[src/rtl/hsk_pkg.sv]
// Shared constants and types for the handshake port controller.
// Assumes an 8-bit register interface and seven interrupt sources.
package hsk_pkg;
    localparam int REG_W  = 8;
    localparam int ADDR_W = 4;
    localparam int NFLAG  = 7;
    localparam int NSIDE  = 2;

    // Register addresses
    localparam logic [ADDR_W-1:0] ADR_PORTB   = 4'h0;
    localparam logic [ADDR_W-1:0] ADR_PORTA   = 4'h1;
    localparam logic [ADDR_W-1:0] ADR_LATCH   = 4'hB;
    localparam logic [ADDR_W-1:0] ADR_CTRL    = 4'hC;
    localparam logic [ADDR_W-1:0] ADR_FLAG    = 4'hD;
    localparam logic [ADDR_W-1:0] ADR_ENAB    = 4'hE;
    localparam logic [ADDR_W-1:0] ADR_PORTA_Q = 4'hF;

    // Flag bit positions (software decodes these)
    localparam int FL_CA2 = 0;
    localparam int FL_CA1 = 1;
    localparam int FL_SR  = 2;
    localparam int FL_CB2 = 3;
    localparam int FL_CB1 = 4;
    localparam int FL_T2  = 5;
    localparam int FL_T1  = 6;

    typedef enum logic [2:0] {
        C2_IN_FALL_CLR  = 3'b000,
        C2_IN_FALL_KEEP = 3'b001,
        C2_IN_RISE_CLR  = 3'b010,
        C2_IN_RISE_KEEP = 3'b011,
        C2_OUT_HSK      = 3'b100,
        C2_OUT_PULSE    = 3'b101,
        C2_OUT_LOW      = 3'b110,
        C2_OUT_HIGH     = 3'b111
    } c2_mode_e;
endpackage

[src/rtl/hsk_edge_det.sv]
// Single-line transition detector with selectable polarity.
// Assumes the input is already synchronous to clk. No edge is reported
// until one sample has been taken after reset, so the line's level at
// reset never counts as a transition.
module hsk_edge_det (
    input  logic clk,
    input  logic rst_n,
    input  logic sig,
    input  logic rise_sel,
    output logic edge_hit
);
    logic prev_q;
    logic primed_q;

    // Keep the previous sample and note that it is valid
    always_ff @(posedge clk) begin
        if (!rst_n) begin
            prev_q   <= 1'b1;
            primed_q <= 1'b0;
        end else begin
            prev_q   <= sig;
            primed_q <= 1'b1;
        end
    end

    // Report the selected transition between the stored and current sample
    always_comb begin
        if (rise_sel) edge_hit = primed_q & sig & ~prev_q;
        else          edge_hit = primed_q & ~sig & prev_q;
    end
endmodule

[src/rtl/hsk_side.sv]
// Control for one port side: C1 edge detection, C2 input or output mode,
// input data latching, and the flag set/clear requests for this side.
// Assumes 'access' is a single-cycle strobe for the side's handshake address.
module hsk_side
    import hsk_pkg::*;
#(
    parameter int PORT_W = 8
) (
    input  logic              clk,
    input  logic              rst_n,
    input  logic              c1_in,
    input  logic              c2_in,
    input  logic              c1_rise,
    input  logic [2:0]        c2_mode,
    input  logic              latch_en,
    input  logic [PORT_W-1:0] port_in,
    input  logic              access,
    output logic              c1_set,
    output logic              c2_set,
    output logic              c1_clr,
    output logic              c2_clr,
    output logic              c2_out,
    output logic              c2_oe,
    output logic [PORT_W-1:0] port_val
);
    logic              c1_hit;
    logic              c2_hit;
    logic              c2_q;
    logic              c2_d;
    logic [PORT_W-1:0] cap_q;
    c2_mode_e          mode;

    assign mode = c2_mode_e'(c2_mode);

    hsk_edge_det u_c1_det (
        .clk     (clk),
        .rst_n   (rst_n),
        .sig     (c1_in),
        .rise_sel(c1_rise),
        .edge_hit(c1_hit)
    );

    hsk_edge_det u_c2_det (
        .clk     (clk),
        .rst_n   (rst_n),
        .sig     (c2_in),
        .rise_sel(c2_mode[1]),
        .edge_hit(c2_hit)
    );

    // Flag requests: C2 only flags in input modes; keep-modes survive access
    always_comb begin
        c1_set = c1_hit;
        c2_set = c2_hit & ~c2_mode[2];
        c1_clr = access;
        c2_clr = access & ((mode != C2_IN_FALL_KEEP) && (mode != C2_IN_RISE_KEEP));
    end

    // Next C2 output level per mode
    always_comb begin
        case (mode)
            C2_OUT_HSK:   c2_d = access ? 1'b0 : (c1_hit ? 1'b1 : c2_q);
            C2_OUT_PULSE: c2_d = ~access;
            C2_OUT_LOW:   c2_d = 1'b0;
            default:      c2_d = 1'b1;
        endcase
    end

    // C2 output register
    always_ff @(posedge clk) begin
        if (!rst_n) c2_q <= 1'b1;
        else        c2_q <= c2_d;
    end

    // Capture port input on the active C1 transition
    always_ff @(posedge clk) begin
        if (!rst_n)      cap_q <= '0;
        else if (c1_hit) cap_q <= port_in;
    end

    assign c2_out   = c2_q;
    assign c2_oe    = c2_mode[2];
    assign port_val = latch_en ? cap_q : port_in;
endmodule

[src/rtl/hsk_irq_regs.sv]
// Interrupt flag and enable registers. Flags are set by one-cycle requests
// and cleared by request or by writing ones; a set beats a clear in the
// same cycle. The enable register uses a set/clear selector in the top bit.
module hsk_irq_regs #(
    parameter int NF = 7
) (
    input  logic          clk,
    input  logic          rst_n,
    input  logic [NF-1:0] set_vec,
    input  logic [NF-1:0] clr_vec,
    input  logic          flag_wr,
    input  logic          enab_wr,
    input  logic [NF:0]   wdata,
    output logic [NF-1:0] ifr_q,
    output logic [NF-1:0] ier_q,
    output logic          any_pend
);
    logic [NF-1:0] wclr;

    assign wclr = flag_wr ? wdata[NF-1:0] : '0;

    // Flag register update
    always_ff @(posedge clk) begin
        if (!rst_n) ifr_q <= '0;
        else        ifr_q <= (ifr_q & ~(clr_vec | wclr)) | set_vec;
    end

    // Enable register update through set/clear selector
    always_ff @(posedge clk) begin
        if (!rst_n) begin
            ier_q <= '0;
        end else if (enab_wr) begin
            if (wdata[NF]) ier_q <= ier_q | wdata[NF-1:0];
            else           ier_q <= ier_q & ~wdata[NF-1:0];
        end
    end

    assign any_pend = |(ifr_q & ier_q);
endmodule

[src/rtl/hsk_port_ctrl.sv]
// Top of the handshake port controller: register decode, port output
// registers, two control sides and the interrupt registers.
// Assumes single-cycle bus strobes and control inputs synchronous to clk.
module hsk_port_ctrl
    import hsk_pkg::*;
#(
    parameter int PORT_W = 8
) (
    input  logic              clk,
    input  logic              rst_n,
    input  logic              bus_wr,
    input  logic              bus_rd,
    input  logic [3:0]        bus_addr,
    input  logic [7:0]        bus_wdata,
    output logic [7:0]        bus_rdata,
    input  logic [PORT_W-1:0] pa_in,
    output logic [PORT_W-1:0] pa_out,
    input  logic [PORT_W-1:0] pb_in,
    output logic [PORT_W-1:0] pb_out,
    input  logic              ca1_in,
    input  logic              ca2_in,
    output logic              ca2_out,
    output logic              ca2_oe,
    input  logic              cb1_in,
    input  logic              cb2_in,
    output logic              cb2_out,
    output logic              cb2_oe,
    input  logic              t1_evt,
    input  logic              t2_evt,
    input  logic              sr_evt,
    output logic              irq_n
);
    logic [PORT_W-1:0] pa_out_q;
    logic [PORT_W-1:0] pb_out_q;
    logic [REG_W-1:0]  ctrl_q;
    logic [NSIDE-1:0]  latch_q;

    logic              strobe;
    logic              acc_a;
    logic              acc_b;
    logic              flag_wr;
    logic              enab_wr;

    logic [NSIDE-1:0]  acc;
    logic [NSIDE-1:0]  c1_i;
    logic [NSIDE-1:0]  c2_i;
    logic [NSIDE-1:0]  c1_set;
    logic [NSIDE-1:0]  c2_set;
    logic [NSIDE-1:0]  c1_clr;
    logic [NSIDE-1:0]  c2_clr;
    logic [NSIDE-1:0]  c2_o;
    logic [NSIDE-1:0]  c2_e;
    logic [PORT_W-1:0] pin   [NSIDE];
    logic [PORT_W-1:0] pval  [NSIDE];

    logic [NFLAG-1:0]  set_vec;
    logic [NFLAG-1:0]  clr_vec;
    logic [NFLAG-1:0]  ifr;
    logic [NFLAG-1:0]  ier;
    logic              any_pend;

    // Address decode of strobes
    always_comb begin
        strobe  = bus_wr | bus_rd;
        acc_a   = strobe & (bus_addr == ADR_PORTA);
        acc_b   = strobe & (bus_addr == ADR_PORTB);
        flag_wr = bus_wr & (bus_addr == ADR_FLAG);
        enab_wr = bus_wr & (bus_addr == ADR_ENAB);
    end

    // Software-written registers
    always_ff @(posedge clk) begin
        if (!rst_n) begin
            pa_out_q <= '0;
            pb_out_q <= '0;
            ctrl_q   <= '0;
            latch_q  <= '0;
        end else if (bus_wr) begin
            case (bus_addr)
                ADR_PORTA, ADR_PORTA_Q: pa_out_q <= bus_wdata[PORT_W-1:0];
                ADR_PORTB:              pb_out_q <= bus_wdata[PORT_W-1:0];
                ADR_CTRL:               ctrl_q   <= bus_wdata;
                ADR_LATCH:              latch_q  <= bus_wdata[NSIDE-1:0];
                default: ;
            endcase
        end
    end

    // Side 0 is A, side 1 is B
    assign acc  = {acc_b, acc_a};
    assign c1_i = {cb1_in, ca1_in};
    assign c2_i = {cb2_in, ca2_in};
    assign pin[0] = pa_in;
    assign pin[1] = pb_in;

    for (genvar s = 0; s < NSIDE; s++) begin : g_side
        hsk_side #(.PORT_W(PORT_W)) u_side (
            .clk     (clk),
            .rst_n   (rst_n),
            .c1_in   (c1_i[s]),
            .c2_in   (c2_i[s]),
            .c1_rise (ctrl_q[4*s]),
            .c2_mode (ctrl_q[4*s+1 +: 3]),
            .latch_en(latch_q[s]),
            .port_in (pin[s]),
            .access  (acc[s]),
            .c1_set  (c1_set[s]),
            .c2_set  (c2_set[s]),
            .c1_clr  (c1_clr[s]),
            .c2_clr  (c2_clr[s]),
            .c2_out  (c2_o[s]),
            .c2_oe   (c2_e[s]),
            .port_val(pval[s])
        );
    end

    // Gather set and clear requests into flag positions
    always_comb begin
        set_vec         = '0;
        clr_vec         = '0;
        set_vec[FL_CA2] = c2_set[0];
        set_vec[FL_CA1] = c1_set[0];
        set_vec[FL_CB2] = c2_set[1];
        set_vec[FL_CB1] = c1_set[1];
        set_vec[FL_T1]  = t1_evt;
        set_vec[FL_T2]  = t2_evt;
        set_vec[FL_SR]  = sr_evt;
        clr_vec[FL_CA2] = c2_clr[0];
        clr_vec[FL_CA1] = c1_clr[0];
        clr_vec[FL_CB2] = c2_clr[1];
        clr_vec[FL_CB1] = c1_clr[1];
    end

    hsk_irq_regs #(.NF(NFLAG)) u_irq (
        .clk     (clk),
        .rst_n   (rst_n),
        .set_vec (set_vec),
        .clr_vec (clr_vec),
        .flag_wr (flag_wr),
        .enab_wr (enab_wr),
        .wdata   (bus_wdata),
        .ifr_q   (ifr),
        .ier_q   (ier),
        .any_pend(any_pend)
    );

    // Read data multiplexer
    always_comb begin
        case (bus_addr)
            ADR_PORTA, ADR_PORTA_Q: bus_rdata = REG_W'(pval[0]);
            ADR_PORTB:              bus_rdata = REG_W'(pval[1]);
            ADR_CTRL:               bus_rdata = ctrl_q;
            ADR_LATCH:              bus_rdata = REG_W'(latch_q);
            ADR_FLAG:               bus_rdata = {any_pend, ifr};
            ADR_ENAB:               bus_rdata = {1'b1, ier};
            default:                bus_rdata = '0;
        endcase
    end

    assign pa_out  = pa_out_q;
    assign pb_out  = pb_out_q;
    assign ca2_out = c2_o[0];
    assign ca2_oe  = c2_e[0];
    assign cb2_out = c2_o[1];
    assign cb2_oe  = c2_e[1];
    assign irq_n   = ~any_pend;
endmodule

[config.mk]
export PLATFORM = sky130hd
export DESIGN_NAME = hsk_port_ctrl
export DESIGN_NICKNAME = d
export VERILOG_FILES = /design/src/rtl/hsk_pkg.sv /design/src/rtl/hsk_edge_det.sv /design/src/rtl/hsk_side.sv /design/src/rtl/hsk_irq_regs.sv /design/src/rtl/hsk_port_ctrl.sv
export SDC_FILE = /design/constraint.sdc
export NUM_CORES = 1
export LEC_CHECK = 0
export BUFFER_PORTS_ARGS = -buffer_cell sky130_fd_sc_hd__buf_2
export CORE_MARGIN = 2
export CORE_UTILIZATION = 49
export DETAILED_ROUTE_END_ITERATION = 16
export PLACE_DENSITY = 0.87
export SLEW_MARGIN = 40
export SYNTH_ARGS = -nofsm -noshare
export SYNTH_HDL_FRONTEND = slang
export SYNTH_SLANG_ARGS = --single-unit
[constraint.sdc]
create_clock -name clk -period 1.5 [get_ports clk]
set_input_delay 0.15 -clock clk [delete_from_list [all_inputs] [get_ports clk]]
set_output_delay 0.15 -clock clk [all_outputs]
set_load 0.05 [all_outputs]
* After elaboration in Yosys (flattened, before gate mapping)
Index checks and enable logic that the tools add are counted.
** Storage, ports and cells
- Bits in registers :: 63
- Memories kept :: 0
- Memory bits (read-only) :: 0
- Memory bits (writable) :: 0
- Logic and storage cells :: 104
- Bits of input ports :: 39
- Latch bits :: 0
** Cells by class
- Equal/unequal tests :: 18
- Multiplexer cells :: 16
- Add/subtract/negate cells :: 0
- Magnitude comparators :: 0
- Reduce and logical (&&, ||, !) cells :: 9
- $mul :: 0
- Bitwise operators :: 46
- Shift operators :: 0
- Divide/modulo/power cells :: 0
** Operators with widths (number)
- $pmux W8 S6 :: 1
- $and A1 B1 Y1 :: 24
- $and A7 B7 Y7 :: 3
- $eq A4 B4 Y1 const B :: 5
- $eq A3 B3 Y1 const B :: 6
- $mux W8 :: 2
- $mux W7 :: 2
- $not A7 Y7 :: 2
- $or A7 B7 Y7 :: 2
- $not A1 Y1 :: 13
- $ne A3 B1 Y1 const B :: 4
- $mux W1 :: 9
- $reduce_and A2 Y1 :: 4
- $or A5 B7 Y7 :: 1
- $reduce_or A7 Y1 :: 1
- $ne A3 B2 Y1 const B :: 2
- $pmux W1 S3 :: 2
- $eq A4 B1 Y1 const B :: 1
- $logic_not A4 Y1 :: 1
- $logic_and A1 B1 Y1 :: 2
- $reduce_or A2 Y1 :: 1
- $or A1 B1 Y1 :: 1

* Logic depth before layout (Yosys ltp)
- Word-level depth :: 7
- Gate-level depth with buffers :: 5

* Cells and area by module
From an unflattened synthesis, not the netlist that was laid out.
** Second synthesis, totals
- Cells, all modules :: 378
- Area, all modules :: 3413.3 sq um
** Modules (own cells, without submodules)
- hsk_port_ctrl :: cells each 197, times used 1, area each 1574.0 sq um
- hsk_side :: cells each 44, times used 2, area each 480.5 sq um
- hsk_irq_regs :: cells each 69, times used 1, area each 598.1 sq um
- hsk_edge_det :: cells each 6, times used 4, area each 70.1 sq um

* Worst setup path after synthesis
No wires, ideal clock.
- Path type :: in2out
- From :: in bus_addr[1]
- To :: out bus_rdata[6]
- Data arrival time :: 1871 ps
- Cell stages on the path :: 4
- Path buffers :: 1
- Slack :: -521 ps
- Cell sequence :: or4b_1 buf_2 and2_1 o221ai_1
** On the way
- Cells in the longest elaborated chain, start to end :: 3
- Elaborated cells between the ends (all ways) :: 9
- Those cells by class :: 6 x eq/ne; 1 x mux; 2 x reduce/logical
** RTL lines
- from (decl) :: RTL line hsk_port_ctrl.sv:13 : input logic [3:0] bus_addr,
- $eq A4 B1 Y1 / $eq A4 B4 Y1 (equally long branches) :: RTL line hsk_port_ctrl.sv:149 : case (bus_addr)
- $reduce_or A2 Y1 :: RTL line hsk_port_ctrl.sv:149
- $pmux W8 S6 (*) :: RTL line hsk_port_ctrl.sv:149
- to (decl) :: RTL line hsk_port_ctrl.sv:15 : output logic [7:0] bus_rdata,
Mark *: on every way between the ends. The rest lies on a longest branch, timed or not.

* Worst setup path after layout
- From :: reg u_irq.ifr_q[1]
- To :: out bus_rdata[7]
** On the way
- Cells in the longest elaborated chain, start to end :: 3
** RTL lines
- from (decl) :: RTL line hsk_irq_regs.sv:14 : output logic [NF-1:0] ifr_q,
- from (signal assigned) :: RTL line hsk_irq_regs.sv:25 : else ifr_q <= (ifr_q & ~(clr_vec | wclr)) | set_vec;
- $and A7 B7 Y7 :: RTL line hsk_irq_regs.sv:38 : assign any_pend = |(ifr_q & ier_q);
- $reduce_or A7 Y1 :: RTL line hsk_irq_regs.sv:38
- $pmux W8 S6 :: RTL line hsk_port_ctrl.sv:149
No other way between the ends.

==> results.py <==
metrics = {
    "cts": {
        "clock-sinks": 63,
        "htree_levels": 3,
        "path_clk_slew_ns": 0.07,
        "tritoncts": "yes",
        "cts_max_path_buffers": 2,
        "insertion_delay_ns": 0.36,
        "cts_root_buf": "clkbuf_8",
        "cts-buffers-inserted": 9,
    },
    "power": {
        "net-switching-power_w": 0.00108,
        "sw_frac_of_total_pct": 27.0,
        "p_clk_share_pct": 41.8,
        "ir_drop_v": 0.00105,
        "total_leakage_power_nw": 1.70,
        "share_comb_of_total_power_pct": 14.0,
        "intPower_w": 0.00291,
        "power_density_nw_per_um2": 961,
        "p_seq_share_pct": 44.2,
    },
    "routing": {
        "vias": 3526,
        "vias_per_cell": 6.48,
        "drt.antenna.violating_nets": 0,
        "drt_first_iter_violations": 511,
        "first_pass_iters": 7,
        "routed_wirelength_mm": 10.7,
        "drc": 0,
        "wl_per_cell_um": 19.6,
    },
    "sta": {
        "fin_ws_ns": -0.395,
        "skew_ns": 0.0121,
        "fin_crit_sh_pct": 126,
        "hold_violations": 0,
        "slew_headroom_pct": 65.6,
        "fmax_ghz": 0.528,
        "setup_viol": 9,
        "post-route-min-period_ns": 1.90,
        "slew_viol_final": 0,
        "worst_slew_pin_slew_ns": 0.513,
        "rsz0062_at_grt": "yes",
    },
    "die": {
        "die_y_um": 83.8,
        "initial_core_util_pct": 50.0,
        "die_x_um": 83.8,
        "core-area_um2": 6240,
        "die_area_um2": 7020,
        "rows": 29,
        "io_pins": 68,
    },
    "global_route": {
        "antenna_found_initial": 0,
        "grt_use_total_pct": 29.7,
        "overflow": 0,
        "grt_max_degree": 36,
        "grt_pass1_wl_mm": 16.4,
        "grt_pass1_vias": 3292,
    },
    "placed_design": {
        "dp_hpwl_mm": 7.14,
        "pre_cts_slack_ns": -0.199,
        "port-buffer-count": 67,
        "routabilityCongestion": 0.944,
    },
    "cells_and_area": {
        "nets": 502,
        "layout_common_cells": "58 x dfxtp_1, 58 x buf_2, 45 x buf_4",
        "utilization_pct": 66.5,
        "antennaDiodeCount": 0,
        "area_growth_pct": 32.9,
        "drive_above_1_share_pct": 33.2,
    },
    "logic_synthesis": {
        "ys_seq_area_share_pct": 40.4,
        "synth_nets": 410,
        "synth_cells": 371,
        "synth_top_cell_area_share_pct": 40.4,
        "netlist.top_cell.by_area": "dfxtp_1",
        "syn_avg_cell_area_um2": 8.41,
        "syn_area_um2": 3120,
        "yosysUniqueCellTypes": 40,
        "yosys_warnings": 0,
        "synth_area_leaders": "dfxtp_1 40%, mux2i_1 9.3%, nand3_1 6.7%",
        "synth_seq_cells": 63,
    },
    "critical_path": {
        "worstSetupStartpointType": "flop",
        "required_ns": 1.35,
        "crit_type": "flop to primary output",
        "cp.arrival_ns": 1.75,
        "crit_path_max_fanout": 2,
        "critPathCaptureType": "primary output",
    },
    "run_status": {
        "violations": "negative setup slack",
        "status": "finished, violations left",
    },
    "flow_run": {
        "timing.max_cap.violations": 0,
    },
    "min_path": {
        "min_path_type": "input port to flop",
    },
}
cell usage after synthesis, drive strengths merged:
cell / count
a211o: 2
a21oi: 40
a222oi: 1
a22o: 2
a22oi: 7
a31oi: 5
and2: 2
and3: 3
and3b: 4
and4b: 3
buf: 9
clkbuf: 22
clkinv: 2
dfxtp: 63
inv: 3
mux2: 9
mux2i: 29
nand2: 32
nand2b: 6
nand3: 42
nand3b: 1
nand4: 1
nand4b: 3
nand4bb: 2
nor2: 4
nor2b: 7
nor3: 3
nor4: 3
nor4bb: 2
o211ai: 6
o21ai: 39
o221ai: 2
o22ai: 4
o311ai: 3
o32ai: 2
or3: 1
or4: 1
or4b: 1
cell type report:
type / count / area, um2
clock buffers: 10 / 138
clock inverters: 5 / 82.6
fillers: 473 / 2090
inverters: 5 / 18.8
multi-input cells: 272 / 1790
flip-flops and latches: 63 / 1270
well taps: 77 / 96.3
repair buffers: 112 / 746
critical path: stages (launching register included):
cell and delay (ns):
dfxtp_1 0.31, a222oi_1 0.40, a31oi_1 0.15, or3_1 0.37, buf_6 0.16
cell families (layout without fill, tap and decap cells):
group                  after synthesis  count (layout)  share of synthesized area (%)
muxes                               38              38                           12.5
and+or+nand+nor                    121             121                           21.2
AOI/OAI and AO/OA                  113             113                           21.4
DFF                                 63              63                           40.4
buffers and inverters               36             132                           4.45
final timing paths:
check / from / end / slack [ns] / cells past startpoint
worst max-delay path: u_irq.ifr_q[1]$_SDFF_PN0_ / bus_rdata[7] / -0.40 / 4
worst min-delay path: ca2_in / g_side[0].u_side.u_c2_det.prev_q$_SDFF_PN1_ / 0.01 / 2
worst max register to register: g_side[1].u_side.u_c1_det.primed_q$_DFF_P_ / g_side[1].u_side.cap_q[5]$_SDFFE_PN0P_ / 0.04 / 4
worst min register to register: pa_out[5]$_SDFFE_PN0P_ / pa_out[5]$_SDFFE_PN0P_ / 0.46 / 2
power groups by stage:
stage	clock network [W]	logic (W)	registers, W
CTS	0.00168	0.000535	0.00176
global route	0.00175	0.000592	0.00176
finish	0.00167	0.000560	0.00176
floorplan	0	0.000274	0.00182
global placement	0	0.000492	0.00179
detailed placement	0	0.000505	0.00180
metal layers:
layer | part of all wire [%] | track usage (%) | vias to the layer above
met2 | 47 | 49.0 | 276
met5 | 0 | 0 | -
li1 | - | - | 1553
met3 | 10 | 6.92 | 71
met1 | 37 | 36.2 | 1626
met4 | 5.7 | 15.2 | 0
repair_timing:
item / 4_1_cts / 5_1_grt
gates resized for setup: 34 / 6
pin swaps: 9 / 10
setup buffers: 2 / 2
endpoints found under the setup margin: 9 / 18
hold buffers: 0 / 0
per-stage QoR:
stage	TNS (ns)	power (W)	instance area, um2	hold WS [ns]	std cells
after CTS	-2.18	0.00397	4110	0.00560	542
after global routing	-2.93	0.00411	4150	0.0156	544
after global placement	-2.28	0.00229	3770	0.364	525
after detailed placement	-2.67	0.00230	3770	0.371	525
final	-2.50	0.00399	4150	0.0133	544
after floorplan	-1.86	0.00209	3150	0.178	371
No activity file was read; power rests on OpenSTA's default activity.
